===== config.mk =====
export PLATFORM = sky130hd
export DESIGN_NAME = prim_reconf_ctrl
export DESIGN_NICKNAME = d
export VERILOG_FILES = /design/src/rtl/prc_pkg.sv /design/src/rtl/prc_observer.sv /design/src/rtl/prc_policy.sv /design/src/rtl/prc_xfer_timer.sv /design/src/rtl/prim_reconf_ctrl.sv
export SDC_FILE = /design/constraint.sdc
export NUM_CORES = 1
export LEC_CHECK = 0
export CORE_MARGIN = 1.5
export CORE_UTILIZATION = 34
export DETAILED_ROUTE_END_ITERATION = 8
export HOLD_SLACK_MARGIN = 0.02
export SLEW_MARGIN = 5
export SYNTH_ARGS = -nofsm -noshare
export SYNTH_HDL_FRONTEND = slang
export SYNTH_HIERARCHICAL = 1
export SYNTH_SLANG_ARGS = --single-unit

===== constraint.sdc =====
create_clock -name clk -period 3.4 [get_ports clk]
set_input_delay 0.51 -clock clk [delete_from_list [all_inputs] [get_ports clk]]
set_output_delay 0.51 -clock clk [all_outputs]
set_load 0.05 [all_outputs]

===== src/rtl/prc_pkg.sv =====
package prc_pkg;

    typedef enum logic [1:0] {
        MODE_FAST = 2'd0,
        MODE_ECO  = 2'd1,
        MODE_SAFE = 2'd2
    } prc_mode_e;

    typedef struct packed {
        logic [1:0] key_sz;
        logic [1:0] thru;
        logic [2:0] stages;
    } prc_cfg_t;

    localparam int CFG_W = $bits(prc_cfg_t);

    function automatic prc_cfg_t cfg_of(prc_mode_e m);
        prc_cfg_t c;
        case (m)
            MODE_ECO:  c = '{key_sz: 2'd0, thru: 2'd1, stages: 3'd2};
            MODE_SAFE: c = '{key_sz: 2'd2, thru: 2'd1, stages: 3'd3};
            default:   c = '{key_sz: 2'd0, thru: 2'd3, stages: 3'd4};
        endcase
        return c;
    endfunction

endpackage


===== src/rtl/prc_observer.sv =====
module prc_observer #(
    parameter int SAMPLE_W = 8,
    parameter int WIN_LOG2 = 2
) (
    input  logic                clk,
    input  logic                rst,
    input  logic                sample_valid_i,
    input  logic [SAMPLE_W-1:0] bat_i,
    input  logic [SAMPLE_W-1:0] chq_i,
    output logic                avg_valid_o,
    output logic [SAMPLE_W-1:0] avg_bat_o,
    output logic [SAMPLE_W-1:0] avg_chq_o
);
    localparam int SUM_W = SAMPLE_W + WIN_LOG2;

    logic [WIN_LOG2-1:0] cnt_q;
    logic [SUM_W-1:0]    bat_sum_q, chq_sum_q;
    logic [SUM_W-1:0]    bat_nxt, chq_nxt;
    logic                last;

    assign bat_nxt = bat_sum_q + {{WIN_LOG2{1'b0}}, bat_i};
    assign chq_nxt = chq_sum_q + {{WIN_LOG2{1'b0}}, chq_i};
    assign last    = &cnt_q;

    always_ff @(posedge clk) begin
        if (rst) begin
            cnt_q       <= '0;
            bat_sum_q   <= '0;
            chq_sum_q   <= '0;
            avg_valid_o <= 1'b0;
            avg_bat_o   <= '0;
            avg_chq_o   <= '0;
        end else begin
            avg_valid_o <= 1'b0;
            if (sample_valid_i) begin
                cnt_q <= cnt_q + 1'b1;
                if (last) begin
                    avg_bat_o   <= bat_nxt[SUM_W-1:WIN_LOG2];
                    avg_chq_o   <= chq_nxt[SUM_W-1:WIN_LOG2];
                    avg_valid_o <= 1'b1;
                    bat_sum_q   <= '0;
                    chq_sum_q   <= '0;
                end else begin
                    bat_sum_q <= bat_nxt;
                    chq_sum_q <= chq_nxt;
                end
            end
        end
    end

    AST_AVG_SPACED: assert property (@(posedge clk) disable iff (rst)
        avg_valid_o |=> !avg_valid_o);

endmodule


===== src/rtl/prc_policy.sv =====
module prc_policy
    import prc_pkg::*;
#(
    parameter int SAMPLE_W = 8,
    parameter int BAT_LO   = 60,
    parameter int BAT_HI   = 100,
    parameter int CHQ_LO   = 60,
    parameter int CHQ_HI   = 100
) (
    input  prc_mode_e           mode_i,
    input  logic [SAMPLE_W-1:0] avg_bat_i,
    input  logic [SAMPLE_W-1:0] avg_chq_i,
    input  logic                hold_i,
    output logic                change_o,
    output prc_mode_e           next_mode_o
);
    logic degraded, healthy;

    assign degraded = (avg_bat_i <  SAMPLE_W'(BAT_LO)) || (avg_chq_i <  SAMPLE_W'(CHQ_LO));
    assign healthy  = (avg_bat_i >= SAMPLE_W'(BAT_HI)) && (avg_chq_i >= SAMPLE_W'(CHQ_HI));

    always_comb begin
        next_mode_o = mode_i;
        if (!hold_i) begin
            case (mode_i)
                MODE_FAST: if (degraded) next_mode_o = MODE_ECO;
                MODE_ECO:  if (healthy)  next_mode_o = MODE_FAST;
                MODE_SAFE: begin
                    if (healthy)       next_mode_o = MODE_FAST;
                    else if (degraded) next_mode_o = MODE_ECO;
                end
                default: next_mode_o = mode_i;
            endcase
        end
        change_o = (next_mode_o != mode_i);
    end

endmodule


===== src/rtl/prc_xfer_timer.sv =====
module prc_xfer_timer #(
    parameter int CNT_W = 6
) (
    input  logic             clk,
    input  logic             rst,
    input  logic             start_i,
    input  logic [CNT_W-1:0] bytes_i,
    output logic             busy_o,
    output logic             done_o
);
    logic [CNT_W-1:0] cnt_q;

    assign done_o = busy_o && (cnt_q == '0);

    always_ff @(posedge clk) begin
        if (rst) begin
            busy_o <= 1'b0;
            cnt_q  <= '0;
        end else if (start_i) begin
            busy_o <= 1'b1;
            cnt_q  <= bytes_i - 1'b1;
        end else if (busy_o) begin
            if (cnt_q == '0) busy_o <= 1'b0;
            else             cnt_q  <= cnt_q - 1'b1;
        end
    end

    AST_BUSY_PERSIST: assert property (@(posedge clk) disable iff (rst)
        (busy_o && cnt_q != '0) |=> busy_o);

endmodule


===== src/rtl/prim_reconf_ctrl.sv =====
module prim_reconf_ctrl
    import prc_pkg::*;
#(
    parameter int SAMPLE_W    = 8,
    parameter int WIN_LOG2    = 2,
    parameter int BAT_LO      = 60,
    parameter int BAT_HI      = 100,
    parameter int CHQ_LO      = 60,
    parameter int CHQ_HI      = 100,
    parameter int BYTES_FAST  = 24,
    parameter int BYTES_ECO   = 16,
    parameter int BYTES_SAFE  = 32
) (
    input  logic                clk,
    input  logic                rst,
    input  logic                sample_valid_i,
    input  logic [SAMPLE_W-1:0] battery_i,
    input  logic [SAMPLE_W-1:0] chan_i,
    input  logic                hold_perf_i,
    input  logic                alarm_i,
    output logic [CFG_W-1:0]    cfg_o,
    output logic                req_o,
    output logic                req_trusted_o,
    output logic                busy_o,
    output logic                stall_o,
    output logic                ready_o
);
    localparam int MAX_BYTES = (BYTES_FAST > BYTES_ECO)
                             ? ((BYTES_FAST > BYTES_SAFE) ? BYTES_FAST : BYTES_SAFE)
                             : ((BYTES_ECO  > BYTES_SAFE) ? BYTES_ECO  : BYTES_SAFE);
    localparam int CNT_W = $clog2(MAX_BYTES + 1);

    prc_mode_e           mode_q, next_mode, load_mode;
    logic                avg_valid, change;
    logic [SAMPLE_W-1:0] avg_bat, avg_chq;
    logic                xfer_done, start;
    logic                take_alarm, take_clear, take_perf;
    logic [CNT_W-1:0]    load_bytes;

    prc_observer #(.SAMPLE_W(SAMPLE_W), .WIN_LOG2(WIN_LOG2)) u_obs (
        .clk            (clk),
        .rst            (rst),
        .sample_valid_i (sample_valid_i),
        .bat_i          (battery_i),
        .chq_i          (chan_i),
        .avg_valid_o    (avg_valid),
        .avg_bat_o      (avg_bat),
        .avg_chq_o      (avg_chq)
    );

    prc_policy #(
        .SAMPLE_W(SAMPLE_W), .BAT_LO(BAT_LO), .BAT_HI(BAT_HI),
        .CHQ_LO(CHQ_LO), .CHQ_HI(CHQ_HI)
    ) u_pol (
        .mode_i      (mode_q),
        .avg_bat_i   (avg_bat),
        .avg_chq_i   (avg_chq),
        .hold_i      (hold_perf_i),
        .change_o    (change),
        .next_mode_o (next_mode)
    );

    // Priority: alarm, then end of trusted load, then performance policy.
    assign take_alarm = alarm_i && !stall_o;
    assign take_clear = !take_alarm && stall_o && xfer_done;
    assign take_perf  = !take_alarm && !take_clear && avg_valid && !busy_o && change;
    assign start      = take_alarm || take_perf;
    assign load_mode  = take_alarm ? MODE_SAFE : next_mode;

    always_comb begin
        case (load_mode)
            MODE_ECO:  load_bytes = CNT_W'(BYTES_ECO);
            MODE_SAFE: load_bytes = CNT_W'(BYTES_SAFE);
            default:   load_bytes = CNT_W'(BYTES_FAST);
        endcase
    end

    prc_xfer_timer #(.CNT_W(CNT_W)) u_tmr (
        .clk     (clk),
        .rst     (rst),
        .start_i (start),
        .bytes_i (load_bytes),
        .busy_o  (busy_o),
        .done_o  (xfer_done)
    );

    always_ff @(posedge clk) begin
        if (rst) begin
            mode_q        <= MODE_FAST;
            stall_o       <= 1'b0;
            req_o         <= 1'b0;
            req_trusted_o <= 1'b0;
        end else begin
            req_o         <= start;
            req_trusted_o <= take_alarm;
            if (start)      mode_q  <= load_mode;
            if (take_alarm) stall_o <= 1'b1;
            if (take_clear) stall_o <= 1'b0;
        end
    end

    assign cfg_o   = cfg_of(mode_q);
    assign ready_o = !busy_o && !stall_o;

    AST_ALARM_PRIO: assert property (@(posedge clk) disable iff (rst)
        (alarm_i && !stall_o) |=> (stall_o && req_trusted_o && req_o));

    AST_TRUSTED_WHILE_STALLED: assert property (@(posedge clk) disable iff (rst)
        stall_o |-> (cfg_o == CFG_W'(cfg_of(MODE_SAFE))));

    AST_STALL_HOLDS: assert property (@(posedge clk) disable iff (rst)
        (stall_o && !xfer_done) |=> stall_o);

    AST_NO_DECIDE_BUSY: assert property (@(posedge clk) disable iff (rst)
        (busy_o && !alarm_i) |=> !req_o);

    AST_REQ_STARTS_LOAD: assert property (@(posedge clk) disable iff (rst)
        req_o |-> busy_o);

endmodule


==> results.toml <==
[cells_and_area]
final_util_pct = 40.65
num_antenna_cells = 0
syn2layout_area_growth_pct = 15.64
nets = 459
drive_above_1_share_pct = 9.856
multi_input_area_mm2 = 0.002176
ff_latch_area_um2 = 940.9
n_fill_cell = 976

[setup_path]
r2r_setup_slack_ns = 0.54
crit_arrival_ns = 3.26
cp_max_fo = 4
crit_type = "in2reg"
path_cells = "clkdlybuf4s50_1 > a21oi_1 > nand3b_1 > a22oi_2 > and3b_1 > nor2_1 > nor2_1 > mux2i_1 > ha_1 > nor3b_1 > xnor2_1 > a221oi_1"
startpoint_type = "primary input"
critical_path.max_stage_delay_ns = 0.47
crit_family = "simple AND/OR/NAND/NOR gates"
cp_common_cell = "nor2_1"
worstPathRequired_ns = 3.62
cp-end-kind = "flop"
critPathSlowestCell = "clkdlybuf4s50_1"
critPathBufInv = 1

[route]
dr.pass1.iters = 4
avgViaCountPerCell = 5.350
drt_iter0_drc = 143
drc = 0
wl_per_cell_um = 13.75
vias = 2916
postRouteAntennaNets = 0
routed_wl_um = 7495

[timing]
whs_ns = 0.4827
setup_viol = 0
min_period_over_period_pct = 89.44
fin_crit_ns = 3.041
tns_ns = 0
slew_violations = 0
final-hold-violation-count = 0
rsz0062_at_grt = "no"
finalClockSkew_ns = 0.007847
layout_setup_ws_ns = 0.3591
fmax_mhz = 328.8
slew_headroom_pct = 57.33
tightest_slew_ns = 0.6400

[global_routing]
grt-ovfl-total = 0
grt_pass1_wl_um = 12880
grt_pass1_vias = 2712
track_usage_pct = 15.61
antenna_found_initial = 0
grt_max_degree = 38

[floorplanning]
start_util_pct = 35.15
coreArea_mm2 = 0.009284
die_w_um = 101.0
dieHeight_um = 101.0
ioPinCount = 33
dieArea_mm2 = 0.01019
row_count = 35

[clocking]
cts.clk_slew.worst_paths_ns = 0.10
clockBufferDepth = 2
htree_levels = 2
cts_root_buffer = "clkbuf_8"
clock-sinks = 47
clk_latency_ns = 0.31
cts_tree = "built"
hold_buffers = 0
cts_resized = 0
cts_setup_buffers = 0
cts_buffers = 5

[power_and_ir_drop]
p_leak_nw = 1.407
vdd.ir_drop.worst_uv = 201.9
power_density_mw_per_mm2 = 388.9
power_mw = 1.468

[place]
port_buffers = 30
hpwl_um = 5569
gp_congestion = 0.8750
place_ws_ns = -0.04146

[synthesis]
syn_inst = 383
syn_area_mm2 = 0.003263
ys_warn_count = 6
synth_area_per_cell_um2 = 8.520

[run_status]
status = "finished clean"

[run]
cap_violations = 0

[hold_path]
min_path_type = "reg2reg"
==> flip-flops by register name, summed over array words and instances (netlist names) <==
name	cells
u_obs/bat_sum_q	10
u_obs/chq_sum_q	10
u_obs/avg_bat_o	6
u_obs/avg_chq_o	6
u_tmr/cnt_q	6
mode_q	2
u_obs/cnt_q	2
req_o	1
req_trusted_o	1
stall_o	1
u_obs/avg_valid_o	1
u_tmr/busy_o	1
==> per-layer routing <==
metal	track usage, %	vias up	wire length (um)
li1	-	1494	-
met1	21.42	1367	3796
met2	25.31	50	3408
met3	2.566	5	213
met4	4.274	0	76
met5	0	-	0
==> worst reg2reg max path: cells and delay by family, from the launching register on <==
family	cells	cell delay [ns]
muxes	1	0.23
xor gates and xnor gates	1	0.10
DFF	1	0.37
AOI/OAI and AO/OA	4	0.90
adders and majority gates	1	0.24
and+or+nand+nor	5	0.94
==> power breakdown <==
part / internal (mW) / switching (mW)
Clock: 0.141 / 0.201
Combinational: 0.206 / 0.276
Sequential: 0.597 / 0.0463
==> final timing paths <==
path	cells after the start	endpoint	from
setup / recovery	12	u_tmr/cnt_q[4]	hold_perf_i
hold / removal	2	u_obs/bat_sum_q[3]	u_obs/bat_sum_q[3]
setup reg to reg	12	u_tmr/cnt_q[4]	u_obs/avg_bat_o[4]
hold reg to reg	2	u_obs/bat_sum_q[3]	u_obs/bat_sum_q[3]
==> layout by cell type, fill, tap and decap left out, drive strengths merged, types with 6 or more instances in the layout <==
master	count
dfxtp	47
buf	7
or3	10
a211oi	6
nor3	17
ha	21
o21ai	15
clkdlybuf4s50	29
nor2b	8
o211ai	11
nand2	13
a21oi	27
o311ai	13
nand3b	14
inv	19
or4	10
nand3	13
nor2	23
conb	13
nand2b	11
==> layout make-up <==
cell class                 instances  area share, %
multi-input combinational        306          57.66
sequential                        47          24.93
timing repair buffer              36          9.019
tap                              129          4.277
inverter                          19          1.890
clock buffer                       5          1.824
clock inverter                     3         0.3979
==> stage by stage <==
step           instance area, um2  std cells
2_1_floorplan                3304        394
5_1_grt                      3774        545
3_3_place_gp                 3685        537
3_5_place_dp                 3685        537
4_1_cts                      3769        545
6_report                     3774        545
Note: power is estimated with default switching activity, not from simulation.
